`src/rtl/sar_seq_pkg.sv`:
```
package sar_seq_pkg;

    typedef enum logic [1:0] {
        ST_IDLE,
        ST_RC_HOLD,
        ST_SETTLE,
        ST_TRIAL
    } sar_state_t;

    typedef enum logic [1:0] {
        CK_DIV_A = 2'b00,
        CK_DIV_B = 2'b01,
        CK_DIV_C = 2'b10,
        CK_RC    = 2'b11
    } ck_src_t;

    // control byte field positions
    localparam int CTL_EN   = 0;
    localparam int CTL_GO   = 2;
    localparam int CTL_CH_L = 3;
    localparam int CTL_CK_L = 6;

endpackage

```
`src/rtl/sar_half_tick.sv`:
```
module sar_half_tick
    import sar_seq_pkg::*;
#(
    parameter int DIV_A = 2,
    parameter int DIV_B = 8,
    parameter int DIV_C = 32
) (
    input  logic    clk,
    input  logic    rst_n,
    input  logic    run,
    input  ck_src_t src,
    input  logic    sleep_i,
    input  logic    rc_edge,
    output logic    half_tick
);
    localparam int CW = $clog2(DIV_C / 2) + 1;
    localparam logic [CW-1:0] LIM_A = CW'(DIV_A / 2 - 1);
    localparam logic [CW-1:0] LIM_B = CW'(DIV_B / 2 - 1);
    localparam logic [CW-1:0] LIM_C = CW'(DIV_C / 2 - 1);

    logic [CW-1:0] cnt;
    logic [CW-1:0] lim;
    logic          sys_tick;

    always_comb begin
        unique case (src)
            CK_DIV_A: lim = LIM_A;
            CK_DIV_B: lim = LIM_B;
            CK_DIV_C: lim = LIM_C;
            CK_RC:    lim = LIM_A;
        endcase
    end

    assign sys_tick  = run && !sleep_i && (cnt == lim);
    assign half_tick = (src == CK_RC) ? (run && rc_edge) : sys_tick;

    always_ff @(posedge clk or negedge rst_n) begin
        if (!rst_n) begin
            cnt <= '0;
        end else if (!run) begin
            cnt <= '0;
        end else if (!sleep_i) begin
            cnt <= (cnt == lim) ? '0 : cnt + 1'b1;
        end
    end
endmodule

```
`src/rtl/sar_approx.sv`:
```
module sar_approx #(
    parameter int W = 8
) (
    input  logic         clk,
    input  logic         rst_n,
    input  logic         clear,
    input  logic         decide,
    input  logic         cmp_i,
    output logic [W-1:0] acc,
    output logic [W-1:0] trial,
    output logic         last
);
    localparam int IW = $clog2(W);

    logic [IW-1:0] idx;

    assign last  = (idx == '0);
    assign trial = acc | (W'(1) << idx);

    always_ff @(posedge clk or negedge rst_n) begin
        if (!rst_n) begin
            acc <= '0;
            idx <= IW'(W - 1);
        end else if (clear) begin
            acc <= '0;
            idx <= IW'(W - 1);
        end else if (decide) begin
            acc[idx] <= cmp_i;
            if (!last) idx <= idx - 1'b1;
        end
    end
endmodule

```
`src/rtl/sar_pin_map.sv`:
```
module sar_pin_map #(
    parameter int CFG_W = 3,
    parameter int NPINS = 4
) (
    input  logic [CFG_W-1:0] code,
    output logic [NPINS-1:0] analog_en
);
    localparam int SW = CFG_W + $clog2(NPINS) + 1;

    for (genvar i = 0; i < NPINS; i++) begin : g_pin
        assign analog_en[i] = (SW'(code) + SW'(i)) < SW'(NPINS);
    end
endmodule

```
`src/rtl/sar_seq_top.sv`:
```
module sar_seq_top
    import sar_seq_pkg::*;
#(
    parameter int W          = 8,
    parameter int CH_W       = 2,
    parameter int CFG_W      = 3,
    parameter int NPINS      = 4,
    parameter int INSTR_CLKS = 4,
    parameter int DIV_A      = 2,
    parameter int DIV_B      = 8,
    parameter int DIV_C      = 32
) (
    input  logic             clk,
    input  logic             rst_n,
    input  logic             wr_ctrl,
    input  logic             wr_cfg,
    input  logic [7:0]       wr_data,
    input  logic             cmp_i,
    input  logic             sleep_i,
    input  logic             rc_edge,
    output logic [W-1:0]     dac_code,
    output logic [CH_W-1:0]  chan_sel,
    output logic [7:0]       ctrl_q,
    output logic [W-1:0]     result,
    output logic             done_flag,
    output logic [NPINS-1:0] analog_en
);
    localparam int HW = $clog2(INSTR_CLKS);
    localparam logic [HW-1:0] HOLD_LAST = HW'(INSTR_CLKS - 1);
    localparam int PW = 2;
    localparam logic [PW-1:0] SETTLE_LAST = PW'(2);

    sar_state_t        state_q, state_d;
    ck_src_t           src_q;
    ck_src_t           wr_src;
    logic              en_q, go_q;
    logic [CH_W-1:0]   ch_q;
    ck_src_t           cks_q;
    logic [CFG_W-1:0]  cfg_q;
    logic [W-1:0]      result_q;
    logic              done_q;
    logic [HW-1:0]     wcnt;
    logic [PW-1:0]     phc;
    logic              run, half_tick;
    logic              start_req, abort, decide, finish;
    logic [W-1:0]      acc, trial;
    logic              last;
    logic              unused_bits;

    assign unused_bits = ^{wr_data[5], wr_data[1]};
    assign wr_src      = ck_src_t'(wr_data[CTL_CK_L +: 2]);

    assign start_req = wr_ctrl && wr_data[CTL_GO] && wr_data[CTL_EN] && (state_q == ST_IDLE);
    assign abort     = wr_ctrl && !wr_data[CTL_EN] && (state_q != ST_IDLE);
    assign run       = (state_q == ST_SETTLE) || (state_q == ST_TRIAL);
    assign decide    = (state_q == ST_TRIAL) && half_tick && phc[0];
    assign finish    = decide && last;

    sar_half_tick #(
        .DIV_A (DIV_A),
        .DIV_B (DIV_B),
        .DIV_C (DIV_C)
    ) u_tick (
        .clk       (clk),
        .rst_n     (rst_n),
        .run       (run),
        .src       (src_q),
        .sleep_i   (sleep_i),
        .rc_edge   (rc_edge),
        .half_tick (half_tick)
    );

    sar_approx #(.W(W)) u_sar (
        .clk    (clk),
        .rst_n  (rst_n),
        .clear  (start_req),
        .decide (decide),
        .cmp_i  (cmp_i),
        .acc    (acc),
        .trial  (trial),
        .last   (last)
    );

    sar_pin_map #(.CFG_W(CFG_W), .NPINS(NPINS)) u_pins (
        .code      (cfg_q),
        .analog_en (analog_en)
    );

    // next-state logic
    always_comb begin
        state_d = state_q;
        unique case (state_q)
            ST_IDLE: begin
                if (start_req) state_d = (wr_src == CK_RC) ? ST_RC_HOLD : ST_SETTLE;
            end
            ST_RC_HOLD: begin
                if (wcnt == HOLD_LAST) state_d = ST_SETTLE;
            end
            ST_SETTLE: begin
                if (half_tick && phc == SETTLE_LAST) state_d = ST_TRIAL;
            end
            ST_TRIAL: begin
                if (finish) state_d = ST_IDLE;
            end
        endcase
        if (abort) state_d = ST_IDLE;
    end

    // state register
    always_ff @(posedge clk or negedge rst_n) begin
        if (!rst_n) state_q <= ST_IDLE;
        else        state_q <= state_d;
    end

    // phase counters
    always_ff @(posedge clk or negedge rst_n) begin
        if (!rst_n) begin
            wcnt <= '0;
            phc  <= '0;
        end else begin
            wcnt <= (state_q == ST_RC_HOLD && state_d == ST_RC_HOLD) ? wcnt + 1'b1 : '0;
            if (state_d != state_q) begin
                phc <= '0;
            end else if (half_tick && run) begin
                phc <= (state_q == ST_TRIAL) ? {1'b0, ~phc[0]} : phc + 1'b1;
            end
        end
    end

    // registers and outputs
    always_ff @(posedge clk or negedge rst_n) begin
        if (!rst_n) begin
            en_q     <= 1'b0;
            go_q     <= 1'b0;
            ch_q     <= '0;
            cks_q    <= CK_DIV_A;
            src_q    <= CK_DIV_A;
            cfg_q    <= '0;
            result_q <= '0;
            done_q   <= 1'b0;
        end else begin
            if (wr_ctrl) begin
                en_q  <= wr_data[CTL_EN];
                ch_q  <= wr_data[CTL_CH_L +: CH_W];
                cks_q <= wr_src;
            end
            if (wr_cfg) cfg_q <= wr_data[CFG_W-1:0];
            if (start_req) begin
                go_q   <= 1'b1;
                done_q <= 1'b0;
                src_q  <= wr_src;
            end else if (abort) begin
                go_q <= 1'b0;
            end else if (finish) begin
                go_q     <= 1'b0;
                done_q   <= 1'b1;
                result_q <= acc | W'(cmp_i);
            end
        end
    end

    assign dac_code  = (state_q == ST_TRIAL) ? trial : acc;
    assign chan_sel  = ch_q;
    assign result    = result_q;
    assign done_flag = done_q;
    assign ctrl_q    = {cks_q, 1'b0, ch_q, go_q, 1'b0, en_q};
endmodule

```
`config.mk`:
```
export PLATFORM = sky130hd
export DESIGN_NAME = sar_seq_top
export DESIGN_NICKNAME = d
export VERILOG_FILES = /design/src/rtl/sar_seq_pkg.sv /design/src/rtl/sar_half_tick.sv /design/src/rtl/sar_approx.sv /design/src/rtl/sar_pin_map.sv /design/src/rtl/sar_seq_top.sv
export SDC_FILE = /design/constraint.sdc
export NUM_CORES = 1
export LEC_CHECK = 0
export BUFFER_PORTS_ARGS = -buffer_cell sky130_fd_sc_hd__buf_4
export CAP_MARGIN = 15
export CORE_UTILIZATION = 45
export DETAILED_ROUTE_END_ITERATION = 8
export PLACE_DENSITY = 0.73
export SETUP_SLACK_MARGIN = 0.1
export SYNTH_ARGS = -nofsm -noshare
export SYNTH_HDL_FRONTEND = slang
export SYNTH_HIERARCHICAL = 1
export SYNTH_SLANG_ARGS = --single-unit
```
`constraint.sdc`:
```
create_clock -name clk -period 3.1 [get_ports clk]
set_input_delay 0.31 -clock clk [delete_from_list [all_inputs] [get_ports clk]]
set_output_delay 0.31 -clock clk [all_outputs]
set_load 0.1 [all_outputs]
```
==> results.cfg <==
[status]
outcome = finished with violations
violations = hold timing

[critical_path]
cp_top_family = compound AO/OA/AOI/OAI gates
path_max_fanout = 5
ff2ff_path_depth = 9
crit_buf_inv = 1
cpMostUsedCell = a311o_1
setup.worst_path.start_class = flop
cp.arrival_ps = 2870
critPathKind = flop to flop
crit_chain = inv_1, ha_1, and4bb_4, o22a_4, a32o_1, nand3_1, a311o_1, a311o_1, a211oi_1
cp.depth = 9
regToRegStartpoint = src_q[0]
worstPathRequired_ps = 3300
worst_setup_path_end_kind = flop
reg2reg_to = phc[0]
critPathSlowestCell = a311o_1
slowest_delay_ps = 410
regToRegSetupSlack_ps = 430

[cells_and_area]
nNetsFinal = 279
final_layout_size_suffix_gt1_frac = 0.376
nFillCells = 487
antenna-diode-count = 0
area_growth_pct = 16.9

[global_routing]
grt_pass1_vias = 1588
track_usage = 0.173
grt_remaining_overflow = 0
grt_most_used_layer = met2
grt_pass1_wl_um = 7460
gr-usage-met3 = 0.0344
antenna_found_initial = 0
use_met1 = 0.217
met2_usage = 0.310
grt_max_degree = 43

[run]
drv_cap = 0

[sta]
hold_viol = 3
fin_skew_ps = 4.63
fmax_mhz = 374
holdWs_ps = -6.95
grt_setup_unrepaired = no
slew_headroom = 0.561
tns_ps = 0
worstMarginPinSlew_ps = 658
setup-violations-final = 0
report.final.slew_viol_count = 0
min_period_ps = 2670
fin_crit_sh = 0.863

[clock_tree]
clk_pin_slew_ps = 80
clock_sinks = 42
ctsHoldBuffers = 0
tritoncts = done
cts_resized = 0
h-tree-depth = 2
cts_setup_buffers = 0
cts-buffers-inserted = 5
clockBufferDepth = 2
clk_latency_ps = 280
root_buffer = clkbuf_8

[synthesis]
yosys_most_used_dff = dfrtp_1
muxShareOfSynthArea = 0.157
ys_seq_elements = 42
syn_area_mm2 = 0.00242
synth_compound_area_frac = 0.117
synth_adder_area_share = 0.0516
synth_top_area_share = 0.403
ys_seq_area_frac = 0.435
synth_top_family_by_area = simple AND/OR/NAND/NOR gates
synth_cell_types = 52
yosys_warnings = 6
synthTopCellsByArea = dfrtp_1 (40%), mux2_2 (12%), ha_1 (5.2%)
synthXorXnorAreaFrac = 0.00361
yosysMostFrequentCell = dfrtp_1
synth_cells = 218
avgSynthCellArea_um2 = 11.1
synth-edff-count = 0
async_reset_ff_frac = 1.00
synth_area_leader_cell = dfrtp_1
synth_common_cells = dfrtp_1 (39), mux2_2 (25), nor2_1 (15), inv_1 (14)
synthSimpleGateAreaFrac = 0.166

[floorplan]
rows = 26
die_area_mm2 = 0.00568
initial_core_util = 0.472
die_y_um = 75.4
die_x_um = 75.4
num_io_pins = 46
coreArea_mm2 = 0.00514

[routing]
wl_per_cell_um = 13.7
via_count = 1695
ant_nets = 0
wl_um = 4450
drt_first_pass_iters = 4
vias_per_cell = 5.22
drc = 0
drt_iter0_markers = 69

[power]
peakVddDrop_v = 0.000203
power.leakage_nw = 1.46
power.density_mw_per_mm2 = 598
power_w = 0.00169

[placed_design]
gp_congestion = 0.814
place.port_buffers = 42
dp_hpwl_um = 3150

[min_path]
hp-class = primary input to asynchronous set/reset pin
routing by layer:
metal | share of wire | up-vias
li1 | - | 840
met1 | 0.47 | 817
met2 | 0.49 | 33
met3 | 0.035 | 5
met4 | 0.0085 | 0
met5 | 0 | -
power by group:
part	internal, W	switching, W	leakage (nW)	total (W)
Sequential	0.000615	0.0000743	0.544	0.000690
Combinational	0.000224	0.000426	0.870	0.000650
Clock	0.000180	0.000175	0.0482	0.000355
layout by cell type (no fill, tap or decap), types with 2 or more instances in the layout:
cell type	n
nand3_1	4
a21oi_1	9
a311o_1	3
o21ai_1	2
a31oi_1	2
and4b_1	2
and3_1	3
nor3_1	4
nand4b_1	3
nand2_1	8
o21ai_0	2
a21o_1	8
dfrtp_1	39
dfstp_2	3
mux2i_1	10
inv_2	2
and4bb_2	2
inv_1	14
ha_1	10
buf_4	44
a211oi_1	2
nor4b_2	2
o21bai_1	2
nand4_1	2
mux2_2	25
clkbuf_8	6
nor2_1	15
or3_1	2
conb_1	2
through the flow:
| step | utilization | cells | setup WS [ps] | instance area (um2) | hold WS, ps |
|---|---|---|---|---|---|
| 2_1_floorplan | - | 219 | 676 | 2430 | 14.4 |
| 3_3_place_gp | 0.533 | 317 | 486 | 2740 | 328 |
| 3_5_place_dp | 0.533 | 317 | 470 | 2740 | 327 |
| 4_1_cts | 0.551 | 325 | 418 | 2830 | 15.9 |
| 5_1_grt | 0.551 | 325 | 250 | 2830 | 47.0 |
| 6_report | 0.551 | 325 | 425 | 2830 | -6.95 |
cell type report:
class / count / area [um2] / share of cell area
multi-input combinational: 145 / 1210 / 0.427
tap: 70 / 87.6 / 0.0309
sequential: 42 / 1050 / 0.372
clock buffer: 7 / 86.3 / 0.0305
clock inverter: 1 / 5.00 / 0.00177
timing repair buffer: 44 / 330 / 0.117
inverter: 16 / 60.1 / 0.0212
cells by family after synthesis:
group                      count (synthesis)
and+or+nand+nor                           60
DFF                                       42
AOI/OAI and AO/OA                         37
muxes                                     35
buffers and inverters                     32
adders and majority gates                 10
other                                      1
xor gates and xnor gates                   1
how the worst max path moves through the flow:
| stage | slack [ps] | startpoint | to |
|---|---|---|---|
| 2_1_floorplan | 680 | src_q[0] | phc[0] |
| 3_3_place_gp | 490 | src_q[0] | phc[0] |
| 3_5_place_dp | 470 | src_q[0] | phc[1] |
| 4_1_cts | 420 | src_q[0] | phc[0] |
| 5_1_grt | 250 | src_q[0] | phc[1] |
| 6_report | 430 | src_q[0] | phc[0] |
flip-flops by register name (all words and copies together), names as in the netlist:
register,cells
cfg_q,3
chan_sel,2
cks_q,2
done_flag,1
en_q,1
go_q,1
phc,2
result,8
src_q,2
state_q,2
u_sar/acc,8
u_sar/idx,3
u_tick/cnt,5
wcnt,2
Note: power is estimated with default switching activity, not from simulation.
